`src/rtl/nsc_pkg.sv`:
```
package nsc_pkg;
   // register indices (byte offset >> 2)
   localparam int REG_DATA  = 0;
   localparam int REG_MODE  = 1;
   localparam int REG_STAT  = 2;
   localparam int REG_ISTAT = 3;
   localparam int REG_IMASK = 4;
   localparam int REG_TIME  = 5;
   localparam int REG_RST   = 6;

   // mode register bit positions
   localparam int MB_CLE  = 0;
   localparam int MB_ALE  = 1;
   localparam int MB_CSLO = 2;
   localparam int MB_CE   = 4;
   localparam int MB_WEN  = 7;

   localparam int TF_W = 4;   // width of each timing field
   localparam int CS_FIELD_W = 2;
   localparam int STAT_BUSY = 7;

   typedef enum logic [1:0] {SQ_IDLE, SQ_STROBE, SQ_HOLD, SQ_ACK} seq_state_t;

   function automatic logic [TF_W-1:0] fix_field(input logic [TF_W-1:0] v);
      return (v == '0) ? TF_W'(1) : v;
   endfunction
endpackage

```
`src/rtl/nsc_regs.sv`:
```
module nsc_regs
   import nsc_pkg::*;
#(
   parameter int RST_CYCLES = 3
) (
   input  logic            clk,
   input  logic            rst_n,
   input  logic            wr_mode,
   input  logic            wr_time,
   input  logic            wr_reset,
   input  logic [7:0]      wbyte,
   output logic [7:0]      mode,
   output logic [TF_W-1:0] spw,
   output logic [TF_W-1:0] hold,
   output logic            rst_busy
);
   localparam int RCNT_W = $clog2(RST_CYCLES + 1);

   if (RST_CYCLES < 2) begin : g_bad_rst
      $error("RST_CYCLES must be at least 2");
   end

   logic [RCNT_W-1:0] rcnt_q;

   always_ff @(posedge clk or negedge rst_n) begin
      if (!rst_n) begin
         mode   <= '0;
         spw    <= TF_W'(1);
         hold   <= TF_W'(1);
         rcnt_q <= '0;
      end else if (wr_reset && wbyte[0]) begin
         mode   <= '0;
         spw    <= TF_W'(1);
         hold   <= TF_W'(1);
         rcnt_q <= RCNT_W'(RST_CYCLES);
      end else begin
         if (rcnt_q != '0) rcnt_q <= rcnt_q - RCNT_W'(1);
         if (wr_mode) mode <= wbyte;
         if (wr_time) begin
            hold <= fix_field(wbyte[7:4]);
            spw  <= fix_field(wbyte[3:0]);
         end
      end
   end

   assign rst_busy = (rcnt_q != '0);


   timing_nonzero_chk: assert property (@(posedge clk) disable iff (!rst_n)
      (spw != '0) && (hold != '0));


   reset_bit_clears_chk: assert property (@(posedge clk) disable iff (!rst_n)
      (rcnt_q == RCNT_W'(1)) |=> !rst_busy);
endmodule

```
`src/rtl/nsc_pins.sv`:
```
module nsc_pins
   import nsc_pkg::*;
#(
   parameter int NUM_CS      = 4,
   parameter int SYNC_STAGES = 2
) (
   input  logic                  clk,
   input  logic                  rst_n,
   input  logic                  ce_bit,
   input  logic [CS_FIELD_W-1:0] cs_sel,
   input  logic                  cle_bit,
   input  logic                  ale_bit,
   input  logic                  rb_n,
   output logic [NUM_CS-1:0]     ce_n,
   output logic                  cle,
   output logic                  ale,
   output logic                  busy
);
   if (NUM_CS < 1 || NUM_CS > (1 << CS_FIELD_W)) begin : g_bad_cs
      $error("NUM_CS must be between 1 and 4");
   end
   if (SYNC_STAGES < 1) begin : g_bad_sync
      $error("SYNC_STAGES must be at least 1");
   end

   for (genvar i = 0; i < NUM_CS; i++) begin : g_ce
      assign ce_n[i] = !(ce_bit && (cs_sel == CS_FIELD_W'(i)));
   end

   assign cle = cle_bit;
   assign ale = ale_bit;

   logic [SYNC_STAGES-1:0] rb_sync_q;
   if (SYNC_STAGES == 1) begin : g_sync1
      always_ff @(posedge clk or negedge rst_n) begin
         if (!rst_n) rb_sync_q <= '1;
         else        rb_sync_q <= rb_n;
      end
   end else begin : g_syncn
      always_ff @(posedge clk or negedge rst_n) begin
         if (!rst_n) rb_sync_q <= '1;
         else        rb_sync_q <= {rb_sync_q[SYNC_STAGES-2:0], rb_n};
      end
   end
   assign busy = !rb_sync_q[SYNC_STAGES-1];


   ce_onehot_chk: assert property (@(posedge clk) disable iff (!rst_n)
      $onehot0(~ce_n));

   ce_off_chk: assert property (@(posedge clk) disable iff (!rst_n)
      !ce_bit |-> (&ce_n));
endmodule

```
`src/rtl/nsc_seq.sv`:
```
module nsc_seq
   import nsc_pkg::*;
(
   input  logic            clk,
   input  logic            rst_n,
   input  logic            req,
   input  logic            we,
   input  logic            is_data,
   input  logic            wmode,
   input  logic [7:0]      wbyte,
   input  logic [TF_W-1:0] spw,
   input  logic [TF_W-1:0] hold,
   input  logic            rst_busy,
   output logic            ack,
   output logic            commit,
   output logic            rd_load,
   output logic            we_n,
   output logic            re_n,
   output logic [7:0]      dq_o,
   output logic            dq_oe
);
   seq_state_t      st_q;
   logic [TF_W-1:0] cnt_q;

   assign commit  = (st_q == SQ_IDLE) && req && !is_data;
   assign rd_load = (st_q == SQ_STROBE) && (cnt_q == '0) && !re_n;

   always_ff @(posedge clk or negedge rst_n) begin
      if (!rst_n) begin
         st_q  <= SQ_IDLE;
         cnt_q <= '0;
         we_n  <= 1'b1;
         re_n  <= 1'b1;
         dq_o  <= '0;
         dq_oe <= 1'b0;
         ack   <= 1'b0;
      end else begin
         ack <= 1'b0;
         case (st_q)
            SQ_IDLE: begin
               if (req) begin
                  if (!is_data) begin
                     ack  <= 1'b1;
                     st_q <= SQ_ACK;
                  end else if (!rst_busy) begin
                     if (we && !wmode) begin
                        ack  <= 1'b1;
                        st_q <= SQ_ACK;
                     end else begin
                        st_q  <= SQ_STROBE;
                        cnt_q <= spw;
                        if (we) begin
                           we_n  <= 1'b0;
                           dq_oe <= 1'b1;
                           dq_o  <= wbyte;
                        end else begin
                           re_n <= 1'b0;
                        end
                     end
                  end
               end
            end
            SQ_STROBE: begin
               if (cnt_q == '0) begin
                  we_n  <= 1'b1;
                  re_n  <= 1'b1;
                  st_q  <= SQ_HOLD;
                  cnt_q <= hold - TF_W'(1);
               end else begin
                  cnt_q <= cnt_q - TF_W'(1);
               end
            end
            SQ_HOLD: begin
               if (cnt_q == '0) begin
                  dq_oe <= 1'b0;
                  ack   <= 1'b1;
                  st_q  <= SQ_ACK;
               end else begin
                  cnt_q <= cnt_q - TF_W'(1);
               end
            end
            SQ_ACK:  st_q <= SQ_IDLE;
            default: st_q <= SQ_IDLE;
         endcase
      end
   end

   // strobe width checker state
   logic           strobe_n;
   logic [TF_W:0]  width_q;
   assign strobe_n = we_n & re_n;
   always_ff @(posedge clk or negedge rst_n) begin
      if (!rst_n)        width_q <= '0;
      else if (!strobe_n) width_q <= width_q + (TF_W+1)'(1);
      else               width_q <= '0;
   end


   strobe_width_chk: assert property (@(posedge clk) disable iff (!rst_n)
      $rose(strobe_n) |-> (width_q == ({1'b0, spw} + (TF_W+1)'(1))));

   no_dual_strobe_chk: assert property (@(posedge clk) disable iff (!rst_n)
      !(!we_n && !re_n));

   we_drive_chk: assert property (@(posedge clk) disable iff (!rst_n)
      !we_n |-> dq_oe);

   hold_data_chk: assert property (@(posedge clk) disable iff (!rst_n)
      (dq_oe && $past(dq_oe)) |-> $stable(dq_o));

   ready_pulse_chk: assert property (@(posedge clk) disable iff (!rst_n)
      ack |=> !ack);

   we_needs_mode_chk: assert property (@(posedge clk) disable iff (!rst_n)
      $fell(we_n) |-> wmode);
endmodule

```
`src/rtl/nand_strobe_ctrl.sv`:
```
module nand_strobe_ctrl
   import nsc_pkg::*;
#(
   parameter int ADDR_W      = 5,
   parameter int DATA_W      = 32,
   parameter int NUM_CS      = 4,
   parameter int SYNC_STAGES = 2,
   parameter int RST_CYCLES  = 3
) (
   input  logic              clk,
   input  logic              rst_n,
   input  logic              hc_req,
   input  logic              hc_we,
   input  logic [ADDR_W-1:0] hc_addr,
   input  logic [DATA_W-1:0] hc_wdata,
   output logic [DATA_W-1:0] hc_rdata,
   output logic              hc_ready,
   output logic [NUM_CS-1:0] fl_ce_n,
   output logic              fl_cle,
   output logic              fl_ale,
   output logic              fl_we_n,
   output logic              fl_re_n,
   output logic [7:0]        fl_dq_o,
   output logic              fl_dq_oe,
   input  logic [7:0]        fl_dq_i,
   input  logic              fl_rb_n
);
   localparam int IDX_W = ADDR_W - 2;

   if (ADDR_W < 5) begin : g_bad_addr
      $error("ADDR_W must be at least 5");
   end
   if (DATA_W < 8) begin : g_bad_data
      $error("DATA_W must be at least 8");
   end

   logic [IDX_W-1:0] idx;
   logic             is_data, commit, rd_load;
   logic             wr_mode, wr_time, wr_reset;
   logic [7:0]       mode;
   logic [TF_W-1:0]  spw, hold;
   logic             rst_busy, busy;
   logic [7:0]       rd_mux;
   logic             unused_bits;

   assign idx         = hc_addr[ADDR_W-1:2];
   assign unused_bits = ^{hc_addr[1:0], hc_wdata[DATA_W-1:8]};
   assign is_data     = (idx == IDX_W'(REG_DATA));
   assign wr_mode     = commit && hc_we && (idx == IDX_W'(REG_MODE));
   assign wr_time     = commit && hc_we && (idx == IDX_W'(REG_TIME));
   assign wr_reset    = commit && hc_we && (idx == IDX_W'(REG_RST));

   nsc_regs #(.RST_CYCLES(RST_CYCLES)) u_regs (
      .clk      (clk),
      .rst_n    (rst_n),
      .wr_mode  (wr_mode),
      .wr_time  (wr_time),
      .wr_reset (wr_reset),
      .wbyte    (hc_wdata[7:0]),
      .mode     (mode),
      .spw      (spw),
      .hold     (hold),
      .rst_busy (rst_busy)
   );

   nsc_seq u_seq (
      .clk      (clk),
      .rst_n    (rst_n),
      .req      (hc_req),
      .we       (hc_we),
      .is_data  (is_data),
      .wmode    (mode[MB_WEN]),
      .wbyte    (hc_wdata[7:0]),
      .spw      (spw),
      .hold     (hold),
      .rst_busy (rst_busy),
      .ack      (hc_ready),
      .commit   (commit),
      .rd_load  (rd_load),
      .we_n     (fl_we_n),
      .re_n     (fl_re_n),
      .dq_o     (fl_dq_o),
      .dq_oe    (fl_dq_oe)
   );

   nsc_pins #(.NUM_CS(NUM_CS), .SYNC_STAGES(SYNC_STAGES)) u_pins (
      .clk     (clk),
      .rst_n   (rst_n),
      .ce_bit  (mode[MB_CE]),
      .cs_sel  (mode[MB_CSLO +: CS_FIELD_W]),
      .cle_bit (mode[MB_CLE]),
      .ale_bit (mode[MB_ALE]),
      .rb_n    (fl_rb_n),
      .ce_n    (fl_ce_n),
      .cle     (fl_cle),
      .ale     (fl_ale),
      .busy    (busy)
   );

   always_comb begin
      rd_mux = '0;
      case (idx)
         IDX_W'(REG_MODE): rd_mux = mode;
         IDX_W'(REG_STAT): rd_mux[STAT_BUSY] = busy;
         IDX_W'(REG_TIME): rd_mux = {hold, spw};
         IDX_W'(REG_RST):  rd_mux[0] = rst_busy;
         default:          rd_mux = '0;
      endcase
   end

   always_ff @(posedge clk or negedge rst_n) begin
      if (!rst_n)                hc_rdata <= '0;
      else if (rd_load)          hc_rdata <= DATA_W'(fl_dq_i);
      else if (commit && !hc_we) hc_rdata <= DATA_W'(rd_mux);
   end


   reg_ack_chk: assert property (@(posedge clk) disable iff (!rst_n)
      commit |=> hc_ready);
endmodule

```
`config.mk`:
```
export PLATFORM = sky130hd
export DESIGN_NAME = nand_strobe_ctrl
export DESIGN_NICKNAME = d
export VERILOG_FILES = /design/src/rtl/nsc_pkg.sv /design/src/rtl/nsc_regs.sv /design/src/rtl/nsc_pins.sv /design/src/rtl/nsc_seq.sv /design/src/rtl/nand_strobe_ctrl.sv
export SDC_FILE = /design/constraint.sdc
export NUM_CORES = 1
export LEC_CHECK = 0
export ABC_CLOCK_PERIOD_IN_PS = 2100
export BUFFER_PORTS_ARGS = -buffer_cell sky130_fd_sc_hd__buf_2
export CORE_MARGIN = 4
export CORE_UTILIZATION = 45
export DETAILED_ROUTE_END_ITERATION = 7
export GPL_ROUTABILITY_DRIVEN = 0
export PLACE_DENSITY = 0.87
export SLEW_MARGIN = 20
export SYNTH_ARGS = -nofsm -noshare
export SYNTH_HDL_FRONTEND = slang
export SYNTH_SLANG_ARGS = --single-unit
```
`constraint.sdc`:
```
create_clock -name clk -period 2.1 [get_ports clk]
set_clock_uncertainty 0.15 [all_clocks]
set_input_delay 0.21 -clock clk [delete_from_list [all_inputs] [get_ports clk]]
set_output_delay 0.21 -clock clk [all_outputs]
set_load 0.05 [all_outputs]
```
## Word-level counts from Yosys, hierarchy flattened

Cells that the tools add are included.

| word-level totals | value |
|---|---|
| bits in registers | 70 |
| latch bits | 0 |
| memory bits (writable) | 0 |
| output and inout port bits | 50 |
| memories kept | 0 |
| memory bits (read-only) | 0 |
| logic and storage cells | 137 |
| input bits | 50 |

| cells by class | value |
|---|---|
| equal/unequal tests | 20 |
| reductions and logical operators | 44 |
| add/sub/neg operators | 3 |
| multipliers | 0 |
| div/mod/pow operators | 0 |
| bitwise logic cells | 2 |
| mux-type cells | 55 |
| $lt $le $gt $ge | 0 |
| shift operators | 0 |

Operators by type and width:

| cell | count |
|---|---|
| $mux 32 | 2 |
| $mux 4 | 12 |
| $mux 1 | 22 |
| $reduce_and 7->1 | 3 |
| $mux 2 | 8 |
| $mux 8 | 2 |
| $logic_and 1x1->1 | 15 |
| $ne 2x2->1 const B | 7 |
| $reduce_bool 2->1 | 7 |
| $logic_not 4->1 | 3 |
| $pmux 4 s3 | 1 |
| $pmux 6 s2 | 1 |
| $reduce_and 6->1 | 2 |
| $logic_not 1->1 | 9 |
| $eq 2x2->1 const B | 4 |
| $pmux 1 s2 | 4 |
| $pmux 2 s4 | 1 |
| $sub 4x1->4 const B | 2 |
| $eq 3x3->1 const B | 2 |
| $pmux 1 s3 | 2 |
| $eq 2x1->1 const B | 2 |
| $logic_not 2->1 | 2 |
| $ne 2x1->1 const B | 2 |
| $reduce_and 4->1 | 1 |
| other kinds (7) | 8 |

## Logic depth before layout (Yosys ltp)

| depth | value |
|---|---|
| depth in word-level cells | 7 |
| gate-level depth with buffers | 9 |
| mapped depth without buffers | 6 |

## Cells and area by module

From an unflattened synthesis, not the netlist that was laid out.

| unflattened totals | value |
|---|---|
| cell total of the unflattened synthesis | 264 |
| area total of the unflattened synthesis | 2711.4 µm² |

Modules (own cells, without submodules):

| module | cells an instance | times used | sequential area each (µm²) | area each (µm²) |
|---|---|---|---|---|
| nsc_seq | 106 | 1 | 452.9 | 1094.8 |
| nsc_regs | 67 | 1 | 452.9 | 784.5 |
| nand_strobe_ctrl | 82 | 1 | 200.2 | 732.0 |
| nsc_pins | 9 | 1 | 52.6 | 100.1 |

## Worst setup path before layout

OpenSTA, ideal clock, no wires.

| timing | value |
|---|---|
| kind | reg2reg |
| start | reg u_seq.st_q[0] |
| end | reg hc_rdata[5] |
| required time | 1.873 ns |
| arrival time | 1.944 ns |
| setup time | 0.077 ns |
| period minus slack after synthesis | 2.172 ns |
| cell stages (with the launch flop) | 9 |
| path buffers | 2 |
| path slack | -0.072 ns |
| cell sequence | dfrtp_1 inv_1 ha_1 clkbuf_1 nand2_1 o32ai_1 clkbuf_1 nor2_1 a21oi_1 |

| on the way | value |
|---|---|
| cells in the longest elaborated chain, start to end | 5 |
| elaborated cells between the ends (all ways) | 9 |
| classes of those cells | eq/ne: 1; mux: 1; reduce/logical: 7 |

RTL lines:

| what | line | RTL |
|---|---|---|
| start: declaration | nsc_seq.sv:22 | `seq_state_t st_q;` |
| start signal: assignment | nsc_seq.sv:30 | `st_q <= SQ_IDLE;` |
| start signal: assignment | nsc_seq.sv:44 | `st_q <= SQ_ACK;` |
| start signal: assignment | nsc_seq.sv:48 | `st_q <= SQ_ACK;` |
| $logic_not 2->1 | nsc_seq.sv:25 | `assign commit = (st_q == SQ_IDLE) && req && !is_data;` |
| $logic_and 1x1->1 (2 in series) | nsc_seq.sv:25 |  |
| $logic_and 1x1->1 | nand_strobe_ctrl.sv:114 | `else if (commit && !hc_we) hc_rdata <= DATA_W'(rd_mux);` |
| $reduce_bool 2->1 (no line) | -- |  |
| end signal: assignment | nand_strobe_ctrl.sv:113 | `else if (rd_load) hc_rdata <= DATA_W'(fl_dq_i);` |
| end signal: assignment | nand_strobe_ctrl.sv:114 |  |
| end: declaration | nand_strobe_ctrl.sv:16 | `output logic [DATA_W-1:0] hc_rdata,` |

Parallel ways exist; a longest one is shown, timed or not.
A chain may end at the register's enable or synchronous reset.

## Worst setup path after layout

| timing | value |
|---|---|
| start | reg u_seq.st_q[0] |
| end | reg u_seq.dq_o[0] |

| on the way | value |
|---|---|
| cells in the longest elaborated chain, start to end | 2 |

RTL lines:

| what | line | RTL |
|---|---|---|
| $logic_not 2->1 | nsc_seq.sv:39 | `case (st_q)` |
| $reduce_and 6->1 (no line) | -- |  |
| end signal: assignment | nsc_seq.sv:55 | `dq_o <= wbyte;` |
| end: declaration | nsc_seq.sv:19 | `output logic [7:0] dq_o,` |

No other way between the ends.

==> metrics <==
outcome=finished, final reports clean; combinational share of power=54.2%; Period minus WS final=1.981 ns; maximum clock insertion buffer count=2; pwr dens=1437 nW/um2; Synth Instances=278; GRT Total Usage=17.07%; Primary FF master, synth=dfrtp_1; sequential share of the synthesized area=a little over two fifths; clock network fraction of total power=14.6%; Max Cap Viol=0; crit-path cells=inv_1 -> ha_1 -> and3_1 -> and3_1 -> buf_12 -> mux2_2; crit share post-route=94.35%; Warnings, synthesis=0; Synth cell types=46; number of global-route vias before repair=roughly 2100; Die Span Y=between 80 and 90 um; Filler cells=~500; total power=around 4.7 mW; Nets=403; Final WS setup=between 0.1 and 0.15 ns; Ant. Diodes=0; worst hold path type=input pin to flip-flop; Reg power frac=31.1%; final hold violations=0; Top Family by Delay on Critical Path=simple AND/OR/NAND/NOR gates; Num CTS Buffers=5; syn_area_per_cell=between 9 and 10 um2; synth cell count leaders=dfrtp_1 (40), nor2_1 (32), mux2i_1 (29); total routed wirelength=about 6300 um; Final Setup Violations=0; Async S/R FF share, synth=between 90% and 100%; die area=7387 um2; final hold slack=~0.027 ns; number of flops mapped to enable cells by yosys=0; gr ovfl total=0; vias per cell=roughly 5.2; multi-input logic area=1378 um2; Final Max Slew Viols=0; Detailed Routing Iterations Pass 1=4; DRC=0; vias=2202; post-route ant nets=0; setup TNS=0 ns; Pleak=about 1.7 nW; sw power=about 2.1 mW; CP max FO=8; sw frac=between 40 and 50%; #FFs+latches synth=46; CTS root buf=clkbuf_8; Slowest-stage cell, CP=dfrtp_1; Clock Sinks=between 40 and 50; site row count=28; initial antenna violation count=0; Place WS=~0.029 ns; CTS tree=yes; Most common cell on crit path=and3_1; IO Pins=100; Post-DP Area=3093 um2; CP Buf/Inv Count=2; Largest stage delay, worst path=between 0.4 and 0.5 ns; initial core utilization=a little under half; synthesized area=roughly 2700 um2; RSZ-0062 raised after global routing=false; critical setup path kind=flip-flop to flip-flop; DP HPWL=4926 um; Post-Layout Inst Area=about 3300 um2; Int Pwr=around 2.6 mW; area leader, netlist=dfrtp_1; Startpoint Class=flip-flop; DR WL/cell=around 15 um; H-tree levels=2; Area contributors post-synth=dfrtp_1 (37%), mux2i_1 (11%), buf_4 (6.6%); Die X=85.95 um; Area Growth Syn to Fin=19.36%; largest net degree at the start of global routing=20; Clock Pin Slew Worst Setup and Hold Paths=0.09 ns; critical path arrival=around 2 ns; share of layout cells above drive strength 1=a little under a third; PortBufs=between 40 and 50; critical path endpoint category=flip-flop; global-route wire length before repair=between 10000 and 15000 um; clock latency on the worst-skew pair=approximately 0.30 ns; sequential cell area=about 1200 um2; drt initial violations=232; CP required=between 2 and 2.5 ns; most frequent cell after synthesis=dfrtp_1; worst vdd ir=roughly 0.64 mV; core area=roughly 5900 um2; Synth top area share=a little over a third; FMAX=between 0.5 and 0.6 GHz
## power by group through the flow
stage	Combinational, mW	Clock, mW	Sequential (mW)
global route	2.77	0.731	1.50
CTS	2.49	0.697	1.46
floorplan	1.42	0	1.88
finish	2.54	0.686	1.46
global placement	2.38	0	1.45
detailed placement	2.47	0	1.47
## cells by family after synthesis
kind of cell | count (synthesis) | synth area share (%)
buf+inv | 55 | 11.26
other cells | 1 | 0.1372
simple gates | 76 | 13.59
compound gates | 46 | 11.63
fa+ha+maj | 9 | 4.119
flops | 46 | 42.38
xor+xnor | 5 | 1.602
mux | 40 | 15.29
## sequential cells by signal (all words and copies together) (netlist names), 2 cells and up
signal,cells
hc_rdata,8
u_regs.mode,8
u_seq.dq_o,8
u_regs.hold,4
u_regs.spw,4
u_seq.cnt_q,4
u_pins.rb_sync_q,2
u_regs.rcnt_q,2
u_seq.st_q,2
## worst reg2reg max path: cells and delay by family (launching register included)
kind,cells,cell delay (ns)
fa+ha+maj,1,0.26
mux,1,0.33
simple gates,2,0.45
flops,1,0.41
buf+inv,2,0.27
## cell usage in the layout, fill, tap and decap left out, drive strengths merged, types with 2 or more instances in the layout
| cell | instances |
|---|---|
| o21ai | 8 |
| o211ai | 5 |
| ha | 9 |
| a2bb2oi | 2 |
| nand3b | 2 |
| nand2 | 10 |
| nor2 | 32 |
| o311a | 2 |
| nor2b | 4 |
| mux2i | 29 |
| nand3 | 6 |
| dfstp | 6 |
| nand2b | 3 |
| xnor2 | 4 |
| nor3 | 7 |
| nor3b | 2 |
| buf | 72 |
| dfrtp | 40 |
| clkbuf | 5 |
| dlygate4sd3 | 2 |
| o221a | 3 |
| inv | 18 |
| a21oi | 13 |
| conb | 24 |
| mux2 | 11 |
| o2bb2ai | 4 |
| o22ai | 2 |
| and3 | 2 |
| or3b | 2 |
## layer usage
| metal | vias up | share of wire (%) | GRT usage, % |
|---|---|---|---|
| li1 | 1048 | - | - |
| met1 | 1066 | 43 | 22.09 |
| met2 | 78 | 50 | 29.15 |
| met3 | 10 | 5.7 | 3.554 |
| met4 | 0 | 1.2 | 4.173 |
| met5 | - | 0 | 0 |
## worst paths after layout
path / to / start / slack, ns / cells after the start
setup / recovery: u_seq.dq_o[0] / u_seq.st_q[0] / 0.12 / 6
hold reg to reg: u_pins.rb_sync_q[1] / u_pins.rb_sync_q[0] / 0.21 / 0
min in group asynchronous: u_seq.st_q[0] / rst_n / 0.23 / 2
setup reg to reg: u_seq.dq_o[0] / u_seq.st_q[0] / 0.12 / 6
hold / removal: u_seq.dq_o[4] / hc_wdata[4] / 0.03 / 2
max in group asynchronous: u_seq.we_n / rst_n / 0.94 / 3
## area by class of cell
type                       instances  area share, %
multi-input combinational        200          42.22
clock inverter                     3          1.495
inverter                          17          1.956
clock buffer                       5          2.109
timing repair buffer              74          13.84
tap                               75          2.876
sequential                        46          35.51
## timing repair
action                                 in CTS  in global routing
setup endpoints to repair                   0                 10
hold buffers                                2                  0
gates resized for setup                     0                  4
endpoints found under the hold margin      16                  0
buffers inserted                            0                  1
## metrics by stage
step           util (%)  cells
2_1_floorplan         -    301
3_3_place_gp      52.24    408
3_5_place_dp      52.24    408
4_1_cts           54.56    418
5_1_grt           55.11    420
6_report          55.11    420
Note: power is estimated with default switching activity, not from simulation.
